--- src/rtl/cursor_pkg.sv ---
package cursor_pkg;
    localparam int CUR_WIDTH = 32;
    localparam int CODE_W    = 2;

    typedef enum logic [1:0] {
        CODE_CLEAR = 2'b00,
        CODE_COL1  = 2'b01,
        CODE_COL2  = 2'b10,
        CODE_COL3  = 2'b11
    } cur_code_e;

    localparam logic [2:0] RA_COL1  = 3'd0;
    localparam logic [2:0] RA_COL2  = 3'd1;
    localparam logic [2:0] RA_COL3  = 3'd2;
    localparam logic [2:0] RA_ORGX  = 3'd3;
    localparam logic [2:0] RA_ORGY  = 3'd4;
    localparam logic [2:0] RA_HGT   = 3'd5;
endpackage

--- src/rtl/cursor_regs.sv ---
module cursor_regs
    import cursor_pkg::*;
#(
    parameter int COLOR_W = 28,
    parameter int COORD_W = 12
) (
    input  logic                       clk,
    input  logic                       rst_n,
    input  logic                       reg_we,
    input  logic [2:0]                 reg_addr,
    input  logic [COLOR_W-1:0]         reg_wdata,
    output logic [2:0][COLOR_W-1:0]    colours,
    output logic [COORD_W-1:0]         org_x,
    output logic [COORD_W-1:0]         org_y,
    output logic [COORD_W-1:0]         height
);
    logic unused_hi;
    assign unused_hi = ^reg_wdata[COLOR_W-1:COORD_W];

    always_ff @(posedge clk) begin
        if (!rst_n) begin
            colours <= '0;
            org_x   <= '0;
            org_y   <= '0;
            height  <= '0;
        end else if (reg_we) begin
            unique case (reg_addr)
                RA_COL1: colours[0] <= reg_wdata;
                RA_COL2: colours[1] <= reg_wdata;
                RA_COL3: colours[2] <= reg_wdata;
                RA_ORGX: org_x      <= reg_wdata[COORD_W-1:0];
                RA_ORGY: org_y      <= reg_wdata[COORD_W-1:0];
                RA_HGT:  height     <= reg_wdata[COORD_W-1:0];
                default: ;
            endcase
        end
    end
endmodule

--- src/rtl/cursor_linebuf.sv ---
module cursor_linebuf #(
    parameter int LINES  = 64,
    parameter int WORD_W = 64,
    localparam int AW    = $clog2(LINES)
) (
    input  logic              clk,
    input  logic              wr_en,
    input  logic [AW-1:0]     wr_addr,
    input  logic [WORD_W-1:0] wr_data,
    input  logic [AW-1:0]     rd_addr,
    output logic [WORD_W-1:0] rd_data
);
    logic [WORD_W-1:0] store [LINES];

    always_ff @(posedge clk) begin
        if (wr_en) store[wr_addr] <= wr_data;
    end

    assign rd_data = store[rd_addr];
endmodule

--- src/rtl/cursor_hit.sv ---
module cursor_hit #(
    parameter int COORD_W = 12,
    parameter int CUR_W   = 32,
    parameter int LINES   = 64,
    localparam int CW     = $clog2(CUR_W),
    localparam int AW     = $clog2(LINES)
) (
    input  logic [COORD_W-1:0] beam_x,
    input  logic [COORD_W-1:0] beam_y,
    input  logic [COORD_W-1:0] org_x,
    input  logic [COORD_W-1:0] org_y,
    input  logic [COORD_W-1:0] height,
    output logic               hit,
    output logic [CW-1:0]      col_idx,
    output logic [AW-1:0]      row_idx
);
    logic [COORD_W:0] dx, dy;

    always_comb begin
        dx      = {1'b0, beam_x} - {1'b0, org_x};
        dy      = {1'b0, beam_y} - {1'b0, org_y};
        hit     = !dx[COORD_W] && (dx < (COORD_W+1)'(CUR_W))
               && !dy[COORD_W] && (dy < {1'b0, height});
        col_idx = dx[CW-1:0];
        row_idx = dy[AW-1:0];
    end
endmodule

--- src/rtl/cursor_overlay.sv ---
module cursor_overlay
    import cursor_pkg::*;
#(
    parameter int COLOR_W = 28,
    parameter int COORD_W = 12,
    parameter int LINES   = 64,
    localparam int WORD_W = CUR_WIDTH * CODE_W,
    localparam int AW     = $clog2(LINES),
    localparam int CW     = $clog2(CUR_WIDTH)
) (
    input  logic               clk,
    input  logic               rst_n,
    input  logic [COORD_W-1:0] beam_x,
    input  logic [COORD_W-1:0] beam_y,
    input  logic [COLOR_W-1:0] pix_in,
    input  logic               reg_we,
    input  logic [2:0]         reg_addr,
    input  logic [COLOR_W-1:0] reg_wdata,
    input  logic               line_we,
    input  logic [AW-1:0]      line_addr,
    input  logic [WORD_W-1:0]  line_wdata,
    output logic [COLOR_W-1:0] pix_out
);
    logic [2:0][COLOR_W-1:0] colours;
    logic [COORD_W-1:0]      org_x, org_y, height;
    logic                    hit;
    logic [CW-1:0]           col_idx;
    logic [AW-1:0]           row_idx;
    logic [WORD_W-1:0]       line_word;
    cur_code_e               code;
    logic [COLOR_W-1:0]      next_pix;

    cursor_regs #(.COLOR_W(COLOR_W), .COORD_W(COORD_W)) u_regs (
        .clk(clk), .rst_n(rst_n), .reg_we(reg_we), .reg_addr(reg_addr),
        .reg_wdata(reg_wdata), .colours(colours), .org_x(org_x),
        .org_y(org_y), .height(height)
    );

    cursor_linebuf #(.LINES(LINES), .WORD_W(WORD_W)) u_lines (
        .clk(clk), .wr_en(line_we), .wr_addr(line_addr), .wr_data(line_wdata),
        .rd_addr(row_idx), .rd_data(line_word)
    );

    cursor_hit #(.COORD_W(COORD_W), .CUR_W(CUR_WIDTH), .LINES(LINES)) u_hit (
        .beam_x(beam_x), .beam_y(beam_y), .org_x(org_x), .org_y(org_y),
        .height(height), .hit(hit), .col_idx(col_idx), .row_idx(row_idx)
    );

    assign code = cur_code_e'(line_word[{col_idx, 1'b0} +: CODE_W]);

    always_comb begin
        next_pix = pix_in;
        if (hit) begin
            unique case (code)
                CODE_CLEAR: next_pix = pix_in;
                CODE_COL1:  next_pix = colours[0];
                CODE_COL2:  next_pix = colours[1];
                CODE_COL3:  next_pix = colours[2];
            endcase
        end
    end

    always_ff @(posedge clk) begin
        if (!rst_n) pix_out <= '0;
        else        pix_out <= next_pix;
    end
endmodule

--- config.mk ---
export PLATFORM = sky130hd
export DESIGN_NAME = cursor_overlay
export DESIGN_NICKNAME = d
export VERILOG_FILES = /design/src/rtl/cursor_pkg.sv /design/src/rtl/cursor_regs.sv /design/src/rtl/cursor_linebuf.sv /design/src/rtl/cursor_hit.sv /design/src/rtl/cursor_overlay.sv
export SDC_FILE = /design/constraint.sdc
export NUM_CORES = 2
export LEC_CHECK = 0
export BUFFER_PORTS_ARGS = -buffer_cell sky130_fd_sc_hd__buf_2
export CAP_MARGIN = 20
export CELL_PAD_IN_SITES_DETAIL_PLACEMENT = 0
export CELL_PAD_IN_SITES_GLOBAL_PLACEMENT = 1
export CORE_ASPECT_RATIO = 1.4
export CORE_MARGIN = 2
export CORE_UTILIZATION = 56
export CTS_CLUSTER_DIAMETER = 60
export DETAILED_ROUTE_END_ITERATION = 12
export GPL_TIMING_DRIVEN = 0
export PLACE_DENSITY = 0.81
export REMOVE_ABC_BUFFERS = 1
export SLEW_MARGIN = 5
export SYNTH_ARGS = -nofsm -noshare
export SYNTH_HDL_FRONTEND = slang
export SYNTH_SLANG_ARGS = --single-unit
--- constraint.sdc ---
create_clock -name clk -period 9.03 [get_ports clk]
set_input_delay 1.3545 -clock clk [delete_from_list [all_inputs] [get_ports clk]]
set_output_delay 1.3545 -clock clk [all_outputs]
set_load 0.02 [all_outputs]
# Word level (Yosys, flattened, before mapping)

Memories as Yosys holds them, arrays and structs flattened.
Index checks and enable logic that the tools add are counted.

Muxes and demuxes: 4
Divide/modulo/power cells: 0
Shift-type cells: 1
Add/sub/neg operators: 2
Equal/unequal tests: 8
Bitwise gates (word level): 0
Reductions and logical operators: 13
$mul: 0
$lt $le $gt $ge: 2

Operator list:

| kind                                                                   | count |
|---|---|
| 28-bit one-hot mux with 4 select lines                                 | 1 |
| 64-bit by 7-bit indexed part select with 2-bit output                  | 1 |
| 28-bit two-way mux                                                     | 1 |
| 12-bit by 12-bit subtractor with 13-bit output                         | 2 |
| 13-bit by 12-bit < comparator with 1-bit output                        | 1 |
| 13-bit by 6-bit < comparator with 1-bit output (second input constant) | 1 |
| 2-bit AND reduction                                                    | 6 |
| 3-bit by 2-bit == test with 1-bit output (second input constant)       | 2 |
| 3-bit == test (second input constant)                                  | 2 |
| 2-bit == test (second input constant)                                  | 2 |
| 3-bit by 1-bit == test with 1-bit output (second input constant)       | 1 |
| 1-bit logical AND                                                      | 3 |
| 3-bit logical NOT                                                      | 1 |
| 2-bit by 1-bit == test with 1-bit output (second input constant)       | 1 |
| 1-bit logical NOT                                                      | 2 |
| 2-bit logical NOT                                                      | 1 |
| 1-bit two-way mux                                                      | 2 |

Memories kept: 1
Bits in writable memories: 4096
ROM bits: 0
Output and inout bits: 28
Bits of input ports: 157
Register bits after elaboration: 148
Bits in latches: 0

Memory list:

| memory        | depth | bits a word | rd ports | clocked after memory_dff | wr ports | line                 | source |
|---|---|---|---|---|---|---|---|
| u_lines.store | 64    | 64          | 1        | 0                        | 1        | cursor_linebuf.sv:13 | `logic [WORD_W-1:0] store [LINES];` |

# Logic depth before layout (Yosys ltp)

Depth after elaboration: 6
Depth in mapped cells: 24
Gate-level depth less buffers: 20

# Hierarchy

A second synthesis with hierarchy kept.

Cells, all modules: 7414
Area, all modules: 163217.8 um2

Modules (own cells, without submodules):

| module         | area each (um2) | sequential area each (um2) | cells an instance | instances |
|---|---|---|---|---|
| cursor_linebuf | 155067.5        | 122998.0                   | 6534              | 1 |
| cursor_regs    | 4390.5          | 2402.3                     | 422               | 1 |
| cursor_overlay | 2262.2          | 560.5                      | 239               | 1 |
| cursor_hit     | 1497.7          | 0.0                        | 219               | 1 |

# Worst setup path after synthesis

OpenSTA, ideal clock, no wires.

Path kind: input to register
Start: in line_addr[3]
End: mem u_lines.store[48][0], enable pin
Data arrival time: 6.225 ns
Path slack: 2.240 ns
Library setup time: 0.564 ns
Cell stages on the path: 4
Data required time: 8.466 ns
Buffers on the path: 1
Cell sequence: clkbuf_1 -> nor2b_1 -> nand4b_1 -> nor3_1

RTL lines:

| what        | line                 | source |
|---|---|---|
| from (decl) | cursor_overlay.sv:20 | `input logic [AW-1:0] line_addr,` |
| to (decl)   | cursor_linebuf.sv:13 |  |

No word-level cell before the write port.

# Worst setup path in the final report

Start: in beam_x[0]
End: reg pix_out[2]

Cells in the longest elaborated chain, start to end: 6
Elaborated cells on any way between the ends: 13
Classes of those cells: add/sub: 1; order compare: 1; eq/ne: 3; shift: 1; mux: 2; reduce/logical: 5

Ends and longest elaborated chain:

| what                                                                                                          | line                 | source |
|---|---|---|
| from (decl)                                                                                                   | cursor_overlay.sv:13 | `input logic [COORD_W-1:0] beam_x,` |
| 12-bit by 12-bit subtractor with 13-bit output (*)                                                            | cursor_hit.sv:20     | `dx = {1'b0, beam_x} - {1'b0, org_x};` |
| parallel branches: the longest is 4 deep, another holds 64-bit by 7-bit indexed part select with 2-bit output | n/a                  |  |
| 28-bit two-way mux (*)                                                                                        | cursor_overlay.sv:53 | `if (hit) begin` |
| to (signal assigned)                                                                                          | cursor_overlay.sv:65 | `else pix_out <= next_pix;` |
| to (decl)                                                                                                     | cursor_overlay.sv:22 | `output logic [COLOR_W-1:0] pix_out` |

Every way passes the cells marked *.
A chain may end at the register's enable or synchronous reset.

==> impl_results.rst <==
.. list-table::
   :header-rows: 1

   * - Metric
     - Value
   * - Count of input and output buffers
     - 184
   * - Count of different cell masters after synthesis
     - 94
   * - Fraction of registers with async set/reset
     - 0%
   * - Average cell area after synthesis
     - 20.4 sq um
   * - Routed WL per cell
     - 37.5 um
   * - Setup crit start kind
     - primary input
   * - Cell area after technology mapping
     - 166,000 sq um
   * - Share of the core filled with cells in the final layout
     - 64.5%
   * - Hold Path Sink
     - u_regs.colours[60]
   * - Worst setup timing slack at the placement stage
     - -0.832 ns
   * - Inserted Clock Buffers
     - 376
   * - Buffers from clock root to sink, at most
     - 4
   * - Clock tree from TritonCTS
     - built
   * - Post-DRT Antenna Nets
     - 0
   * - Clock Latency Late Sink
     - 0.91 ns
   * - Internal power consumption
     - 31.9 mW
   * - Sw Ratio
     - 22.8%
   * - Run status
     - completed
   * - Fraction of layout instances using a drive strength above 1
     - 25.7%
   * - Share of power burned in the clock network
     - 38.6%
   * - Setup Viol. Count Final
     - 0
   * - Post-route fraction of the period consumed by the critical path
     - 90.0%
   * - Non-filler instance count after layout
     - 12,900
   * - Total power
     - 41.3 mW
   * - Cell taking the most area after synthesis
     - edfxtp_1
   * - Top cell type's share of synthesized area
     - 74.1%
   * - Worst Setup Path Type
     - primary input to flop
   * - Dpl cells
     - 12,200
   * - Io pins
     - 185
   * - Master cell of the clock root buffer
     - clkbuf_16
   * - Cells after Synth
     - 8,123
   * - Unrepaired setup endpoints after global routing
     - no
   * - Commonest non-fill, non-tap cells in the layout
     - edfxtp_1 (4,096), mux4_2 (980), nand2_1 (949), clkbuf_16 (386), nand3_1 (312)
   * - Most common cell after layout, fill and taps aside
     - edfxtp_1
   * - CP max FO
     - 24
   * - Worst hold path startpoint
     - u_regs.colours[60]
   * - CP endpoint kind
     - flop
   * - Max-cap viol count
     - 0
   * - Largest net degree at the start of global routing
     - 97
   * - Leakage power of the design
     - 60.7 nW
   * - Number of synthesized flops with an enable pin
     - 4,096
   * - Final critical path time including I/O delays and setup
     - 8.13 ns
   * - Main flop type after synthesis
     - edfxtp_1
   * - Capture point of the worst reg-to-reg path
     - pix_out[2]
   * - Logic gate share of total power
     - 8.7%
   * - Detailed Routing Iterations Pass 1
     - 8
   * - Setup ws final
     - 0.901 ns
   * - Row Count
     - 236
   * - Number of cells traversed by the worst hold path
     - 2
   * - Data arrival at the endpoint of the critical path
     - 8.91 ns
   * - # clock sinks
     - 4,244
   * - Slew @ Worst Pin
     - 1.24 ns
   * - GRT Util Overall
     - 31.9%
   * - Via count of the routed design
     - 89,800
   * - Total gr overflow
     - 0
   * - Vert. Die Dim
     - 648 um
   * - Maximum clock frequency
     - 0.123 GHz
   * - Switching power
     - 9.42 mW
   * - Yosys warning total
     - 0
   * - Via density per instance
     - 6.96
   * - Initial antenna violation count
     - 40
   * - Synthesized flop and latch total
     - 4,244
   * - Clock Pin Slew Worst Setup and Hold Paths
     - 0.06 ns
   * - Main area contributors after synthesis
     - edfxtp_1 (74%), mux4_2 (13%), nand2_1 (2.1%)
   * - Final Max Slew Viols
     - 0
   * - Sum of routed wire length over all layers
     - 484,000 um
   * - Detail Placement HPWL
     - 301,000 um
   * - Data required time at the worst endpoint
     - 9.81 ns
   * - Global placement routability congestion
     - 0.782
   * - Power Dens Cells
     - 217 nW/um^2
   * - Sequential area share after synthesis
     - 75.9%
   * - Post-route clock skew
     - 0.0515 ns
   * - Placed Area
     - 178,000 sq um
   * - Synthesis-to-layout area growth
     - 14.6%
   * - Initial Utilization
     - 56.3%
   * - Setup total negative slack
     - 0 ns
   * - Class of the worst hold path
     - flop to flop
   * - Post-CTS Setup Repair Bufs
     - 0
   * - Die boundary width
     - 464 um
   * - DRC violation count after routing
     - 0
   * - Post-cts resize count
     - 0
   * - Number of global-route vias before repair
     - 88,400
   * - Launching point of the worst reg2reg path
     - u_regs.org_x[0]
   * - Setup slack on the worst flop-to-flop path
     - 1.18 ns
   * - Min Hold Slack
     - 0.452 ns
   * - Register share of total power
     - 52.7%
   * - Worst supply voltage drop on vdd
     - 148 uV
   * - Hold Buf Count CTS
     - 0
   * - Max-Slew Margin vs Limit
     - 17.3%
   * - Htree depth
     - 5
   * - Global-route wire length before repair
     - 672,000 um
   * - Number of DRC markers after the initial detailed-route iteration
     - 15,900
   * - Worst reg2reg path depth
     - 13
   * - Final cell area excluding filler cells
     - 190,000 sq um
   * - Final hold vios
     - 0
   * - Die ar.
     - 301,000 sq um
   * - Core area
     - 295,000 sq um
   * - Post-layout nets
     - 8,857
## state kept, by name, indices dropped and copies added, names as in the netlist
register        cells
pix_out            28
u_lines.store    4096
u_regs.colours     84
u_regs.height      12
u_regs.org_x       12
u_regs.org_y       12
## synth_stat cells (all sizes together), types with 18 or more instances
library cell / instances
edfxtp: 4096
a21oi: 196
clkbuf: 94
a311oi: 41
dfxtp: 148
o221a: 28
inv: 46
buf: 363
nand4: 18
nand2: 952
ha: 36
and3: 56
o22ai: 33
nor3: 22
nand3: 312
and2: 31
mux4: 1037
a31oi: 33
nor2: 139
a22oi: 18
o21ai: 63
mux2i: 159
## area by class of cell
class                   instances  area [sq um]
well taps                    3927          4910
diodes                         21          52.6
repair buffers                618         10100
clock inverters               225          2030
clock buffers                 453          9940
fillers                     18200        105000
flip-flops and latches       4244        126000
inverters                      48           210
multi-input cells            3374         37000
## critical path, stage by stage
cell and delay [ns]:
buf_2 0.11, inv_1 0.05, ha_2 0.19, fa_2 1.14
clkinv_1 1.21, nor2_1 1.17, nand2_1 0.75, a21oi_1 1.14
nor4_2 0.26, a22o_1 0.45, buf_16 0.24, nor2_1 0.19
a211oi_4 0.12, buf_8 0.18, o221a_2 0.27
## kinds of logic after synthesis
family | after synthesis | share of synthesized area [%]
flip-flops | 4244 | 75.9
adder cells (fa/ha/maj) | 38 | 0.295
XOR/XNOR | 14 | 0.101
buffers and inverters | 505 | 2.22
multiplexers | 1213 | 15.3
AND/OR/NAND/NOR | 1584 | 4.11
AO/OA/AOI/OAI | 525 | 2.13
## worst max path at each step
stage          cells after the start  slack [ns]  startpoint          end
2_1_floorplan                     13      -37.54   beam_y[0]   pix_out[0]
3_3_place_gp                      16      -70.24   beam_y[0]   pix_out[2]
3_5_place_dp                      21       -0.83   beam_y[0]  pix_out[20]
4_1_cts                           21        0.08   beam_y[0]  pix_out[16]
5_1_grt                           23        0.98   beam_y[0]   pix_out[2]
6_report                          15        0.90   beam_x[0]   pix_out[2]
## per-layer routing
layer  vias up  part of all wire, %  track usage [%]
li1      34400                    -                -
met1     46400                   33             41.2
met2      7460                   48             50.7
met3      1583                   13             7.51
met4        34                  6.5             17.3
met5         -                0.052                0
## power by group through the flow
stage	clock (mW)	sequential [mW]	combinational (mW)
after floorplan	0	22.2	3.89
after global placement	0	22.2	6.39
after detailed placement	0	22.2	3.49
after CTS	16.0	21.8	3.53
after global routing	16.7	21.8	3.73
final	16.0	21.8	3.59
No activity file was read; power rests on OpenSTA's default activity.
